**src/rtl/fetch_pkg.sv**
```systemverilog
package fetch_pkg;
  localparam int unsigned INSTR_W = 32;

  typedef enum logic [1:0] {
    NPC_SEQ    = 2'd0,
    NPC_BRANCH = 2'd1,
    NPC_JUMP   = 2'd2
  } npc_src_e;

  // Computed ROM contents: linear pattern over filled words, zero above.
  function automatic logic [INSTR_W-1:0] rom_word(input int unsigned idx,
                                                 input int unsigned words,
                                                 input logic [INSTR_W-1:0] base,
                                                 input logic [INSTR_W-1:0] step);
    logic [INSTR_W-1:0] k;
    k = INSTR_W'(idx);
    if (idx < words) return base + k * step;
    return '0;
  endfunction
endpackage

```
**src/rtl/fetch_next_pc.sv**
```systemverilog
module fetch_next_pc
  import fetch_pkg::*;
#(
  parameter int unsigned PC_W = 10
) (
  input  logic [PC_W-1:0] pc_i,
  input  logic            branch_taken_i,
  input  logic [PC_W-1:0] branch_addr_i,
  input  logic            jump_i,
  input  logic [PC_W-1:0] jump_addr_i,
  output logic [PC_W-1:0] pc_plus4_o,
  output logic [PC_W-1:0] next_pc_o,
  output npc_src_e        src_o
);
  logic [PC_W-1:0] after_branch;

  assign pc_plus4_o   = pc_i + PC_W'(4);
  // first mux: branch target over sequential
  assign after_branch = branch_taken_i ? branch_addr_i : pc_plus4_o;
  // second mux: jump target over everything
  assign next_pc_o    = jump_i ? jump_addr_i : after_branch;

  always_comb begin
    if (jump_i)              src_o = NPC_JUMP;
    else if (branch_taken_i) src_o = NPC_BRANCH;
    else                     src_o = NPC_SEQ;
  end
endmodule

```
**src/rtl/fetch_rom.sv**
```systemverilog
module fetch_rom
  import fetch_pkg::*;
#(
  parameter int unsigned       PC_W      = 10,
  parameter int unsigned       ROM_WORDS = 48,
  parameter logic [INSTR_W-1:0] ROM_BASE = 32'h2000_0100,
  parameter logic [INSTR_W-1:0] ROM_STEP = 32'h0004_0003
) (
  input  logic [PC_W-3:0]    word_idx_i,
  output logic [INSTR_W-1:0] data_o
);
  localparam int unsigned DEPTH = 2 ** (PC_W - 2);

  generate
    if (ROM_WORDS >= DEPTH) begin : g_full
      assign data_o = ROM_BASE + INSTR_W'(word_idx_i) * ROM_STEP;
    end else begin : g_partial
      assign data_o = rom_word(int'(word_idx_i), ROM_WORDS, ROM_BASE, ROM_STEP);
    end
  endgenerate
endmodule

```
**src/rtl/fetch_dec_reg.sv**
```systemverilog
module fetch_dec_reg #(
  parameter int unsigned WIDTH = 42
) (
  input  logic             clk_i,
  input  logic             rst_ni,
  input  logic             en_i,
  input  logic             flush_i,
  input  logic [WIDTH-1:0] d_i,
  output logic [WIDTH-1:0] q_o
);
  always_ff @(posedge clk_i or negedge rst_ni) begin
    if (!rst_ni)      q_o <= '0;
    else if (flush_i) q_o <= '0;  // flush beats enable
    else if (en_i)    q_o <= d_i;
  end
endmodule

```
**src/rtl/fetch_stage.sv**
```systemverilog
module fetch_stage
  import fetch_pkg::*;
#(
  parameter int unsigned        PC_W      = 10,
  parameter int unsigned        ROM_WORDS = 48,
  parameter logic [INSTR_W-1:0] ROM_BASE  = 32'h2000_0100,
  parameter logic [INSTR_W-1:0] ROM_STEP  = 32'h0004_0003
) (
  input  logic               clk_i,
  input  logic               rst_ni,
  input  logic               en_i,
  input  logic               branch_taken_i,
  input  logic [PC_W-1:0]    branch_addr_i,
  input  logic               jump_i,
  input  logic [PC_W-1:0]    jump_addr_i,
  output logic [PC_W-1:0]    pc_plus4_o,
  output logic [INSTR_W-1:0] instr_o
);
  localparam int unsigned STAGE_W = PC_W + INSTR_W;

  logic [PC_W-1:0]    pc_q;
  logic [PC_W-1:0]    pc_seq;
  logic [PC_W-1:0]    pc_next;
  logic [INSTR_W-1:0] rom_data;
  logic [STAGE_W-1:0] stage_q;
  npc_src_e           npc_src;
  logic               redirect;

  fetch_next_pc #(.PC_W(PC_W)) u_next_pc (
    .pc_i           (pc_q),
    .branch_taken_i (branch_taken_i),
    .branch_addr_i  (branch_addr_i),
    .jump_i         (jump_i),
    .jump_addr_i    (jump_addr_i),
    .pc_plus4_o     (pc_seq),
    .next_pc_o      (pc_next),
    .src_o          (npc_src)
  );

  assign redirect = (npc_src != NPC_SEQ);

  always_ff @(posedge clk_i or negedge rst_ni) begin
    if (!rst_ni)   pc_q <= '0;
    else if (en_i) pc_q <= pc_next;
  end

  fetch_rom #(
    .PC_W      (PC_W),
    .ROM_WORDS (ROM_WORDS),
    .ROM_BASE  (ROM_BASE),
    .ROM_STEP  (ROM_STEP)
  ) u_rom (
    .word_idx_i (pc_q[PC_W-1:2]),
    .data_o     (rom_data)
  );

  fetch_dec_reg #(.WIDTH(STAGE_W)) u_if_id (
    .clk_i   (clk_i),
    .rst_ni  (rst_ni),
    .en_i    (en_i),
    .flush_i (redirect),
    .d_i     ({pc_seq, rom_data}),
    .q_o     (stage_q)
  );

  assign pc_plus4_o = stage_q[STAGE_W-1:INSTR_W];
  assign instr_o    = stage_q[INSTR_W-1:0];
endmodule

```
**config.mk**
```make
export PLATFORM = sky130hd
export DESIGN_NAME = fetch_stage
export DESIGN_NICKNAME = d
export VERILOG_FILES = /design/src/rtl/fetch_pkg.sv /design/src/rtl/fetch_next_pc.sv /design/src/rtl/fetch_rom.sv /design/src/rtl/fetch_dec_reg.sv /design/src/rtl/fetch_stage.sv
export SDC_FILE = /design/constraint.sdc
export NUM_CORES = 1
export LEC_CHECK = 0
export ABC_CLOCK_PERIOD_IN_PS = 2800
export BUFFER_PORTS_ARGS = -buffer_cell sky130_fd_sc_hd__buf_2
export CAP_MARGIN = 25
export CORE_UTILIZATION = 56
export CTS_CLUSTER_SIZE = 16
export DETAILED_ROUTE_END_ITERATION = 6
export PLACE_DENSITY = 0.81
export SLEW_MARGIN = 10
export SYNTH_ARGS = -nofsm -noshare
export SYNTH_HDL_FRONTEND = slang
export SYNTH_HIERARCHICAL = 1
export SYNTH_SLANG_ARGS = --single-unit
export TNS_END_PERCENT = 10
```
**constraint.sdc**
```tcl
create_clock -name clk_i -period 2.8 [get_ports clk_i]
set_input_delay 0.56 -clock clk_i [delete_from_list [all_inputs] [get_ports clk_i]]
set_output_delay 0.56 -clock clk_i [all_outputs]
set_load 0.02 [all_outputs]
```
==> results by group <==
Status
  – Status: complete, no violations

Clock network
  – Cts hold-fix bufs: 0
  – Clock transition at path regs: 90 ps
  – Clk_lat worst skew: 290 ps
  – Setup repair bufs after CTS: 0
  – Num CTS Buffers: 5
  – CTS tree: done
  – Clk sinks: 52
  – Clock Path Buffers: 2
  – H-tree depth: 2
  – Clk root buf: clkbuf_8
  – Cts repair resizes: 0

Worst setup path
  – Buf+Inv Stages, Crit Path: 2
  – Crit path launch type: register
  – Cell Chain, Critical Path: ha_1 > inv_1 > fa_1 > inv_1 > ha_1 > ha_1 > a21oi_1 > o22ai_1 > mux2i_1 > mux2i_1 > nor2_1
  – Critical Setup Path Class: register to register
  – Crit. End Element: register
  – CP top delay family: adder cells
  – CP required: 3030 ps
  – Worst path most repeated cell: ha_1
  – CP max stage delay: 500 ps
  – CP max FO: 8
  – CP max-delay cell: dfrtp_1
  – Worst EP arrival: 2850 ps

Logic synthesis
  – Leading area contributor after synthesis: dfrtp_1
  – Largest cells by area after synthesis: dfrtp_1 40%, mux2i_1 16%, ha_1 10%, nor2_1 5.8%, mux2_4 4.6%
  – Post-Synthesis Cells: 309
  – Post-synth EDFFs: 0
  – Seq cells post-synth: 52
  – Post-synthesis sequential area ratio: 39.95%
  – Most frequent cells after synthesis: 52 x dfrtp_1, 51 x mux2i_1, 50 x nor2_1, 26 x ha_1, 17 x nand2_1
  – YS warnings: 6
  – Yosys cell types: 38
  – Post-synth ARST share: 100.0%
  – Top cell type's share of synthesized area: 39.95%
  – Synth Cell Area: 0.003257 sq mm
  – Syn avg cell area: 10.54 sq um
  – Dominant synthesized flop cell: dfrtp_1
  – Count leader, synth: dfrtp_1

Layout
  – Fin area: 0.003608 sq mm
  – Area delta synth->final: 10.80%
  – Share of layout cells above drive strength 1: 26.02%
  – Fin util: 65.13%
  – Antenna cells: 0
  – Post-layout net count: 420

Drt
  – Via count: 2228
  – Final WL: 6080 um
  – DR DRC count: 0
  – DR iter-0 viols: 131
  – DR pass1 iterations: 4
  – Drt via density: 5.052
  – Drt wl/cell: 13.79 um
  – Post-DRT Antenna Nets: 0

Placement
  – Routability cong.: 0.8002
  – Post-DP HPWL: 4366 um
  – Pre-CTS WS: 213.6 ps
  – Placed instance area: 0.003518 sq mm
  – I/O Buffers: 66

Timing
  – Minimum clock period: 2624 ps
  – Setup TNS: 0 ps
  – RSZ-0062 raised after global routing: no
  – FMAX: 381.2 MHz
  – Final setup violation count: 0
  – Fin. max-slew vios: 0
  – Period utilization: 93.70%
  – Final Hold Fails: 0
  – Worst Skew: 2.300 ps
  – Final WS setup: 176.4 ps

GRT
  – Vias in the first global route: 2214
  – Initial antenna violation count: 0
  – First-pass GRT wire length: 10180 um
  – GRT Resource Usage Total: 21.04%
  – Largest net degree at the start of global routing: 53
  – Gr ovfl total: 0

Pwr
  – Tot Pwr: 1.974 mW
  – Max IR drop VDD: 0.0003215 V
  – P_leak: 2.024 nW
  – Cell area power density: 546.9 mW/mm^2

Floorplanning
  – Floorplan row count: 27
  – Placeable Area: 0.005540 sq mm
  – Ports: 67
  – Die ar.: 0.006125 sq mm
  – Chip width: 78.26 um
  – Effective utilization at floorplan: 58.79%
  – Die Ht: 78.26 um

Min path
  – Min-Delay Path Class: primary input to async pin

Flow run
  – # Max-Cap Violations: 0
## cell usage in the layout, fill, tap and decap left out, drive strengths merged, types with 2 or more instances in the layout
master | netlist | layout
ha | 26 | 26
xnor2 | 4 | 4
o21ai | 10 | 10
nand2 | 17 | 17
xor2 | 2 | 2
nor3 | 3 | 3
or2 | 4 | 4
nand3 | 7 | 7
conb | 1 | 12
inv | 13 | 13
nor2 | 50 | 50
nand2b | 5 | 5
clkbuf | 2 | 8
mux2 | 11 | 11
and2 | 8 | 8
o31ai | 2 | 2
mux2i | 51 | 51
buf | 29 | 72
o21a | 2 | 2
a21oi | 2 | 2
dfrtp | 52 | 52
## metal layers
metal	GRT usage [%]	up-vias	share of wire [%]
li1	-	1125	-
met5	0	-	0
met2	36.40	59	49
met4	5.000	0	0.89
met3	5.233	6	6.0
met1	26.38	1038	44
## sequential cells by signal (all words and copies together) (netlist names)
signal,count
pc_q,10
u_if_id/q_o,42
## path summary, 6_finish.rpt
path                                      start              end  slack (ps)  depth (start not counted)
worst max-delay path                    pc_q[5]  u_if_id/q_o[10]         180                         11
worst min-delay path                     rst_ni  u_if_id/q_o[13]         240                          2
worst max register to register          pc_q[5]  u_if_id/q_o[10]         180                         11
worst min register to register  u_if_id/q_o[28]  u_if_id/q_o[28]         520                          2
max in group asynchronous                rst_ni  u_if_id/q_o[22]        2330                          2
min in group clk_i              u_if_id/q_o[28]  u_if_id/q_o[28]         520                          2
## metrics by stage
stage	hold slack, ps	instances
floorplan	264.4	320
global placement	496.1	433
detailed placement	503.7	433
CTS	251.7	441
global route	256.0	441
finish	240.3	441
## final cells by class
type	count	area, sq um
inverter	13	51.30
multi-input combinational	224	1675
fill	477	1932
tap	72	90.09
sequential	52	1301
clock buffer	8	90.09
timing repair buffer	72	400.4
## cell families (layout without fill, tap and decap cells)
kind of cell / count (synthesis) / count (layout) / synth area share, %
xor gates and xnor gates: 6 / 6 / 1.614
muxes: 62 / 62 / 20.63
other: 1 / 12 / 0.1151
DFF: 52 / 52 / 39.95
buffers and inverters: 44 / 93 / 9.873
adders and majority gates: 27 / 27 / 10.60
and+or+nand+nor: 95 / 95 / 13.02
AOI/OAI and AO/OA: 22 / 22 / 4.187
## power by group
group	internal, mW	switching (mW)	total, mW	leakage, nW
Sequential	0.808	0.0569	0.865	0.695
Clock	0.202	0.226	0.428	0.0455
Combinational	0.301	0.380	0.681	1.28
## worst register-to-register path, cell delays in order (launching register included)
cell     delay (ps)
dfrtp_1         500
ha_1            350
inv_1            70
fa_1            430
inv_1            80
ha_1            190
ha_1            210
a21oi_1         100
o22ai_1         210
mux2i_1         230
mux2i_1          90
nor2_1           90
No activity file was read; power rests on OpenSTA's default activity.
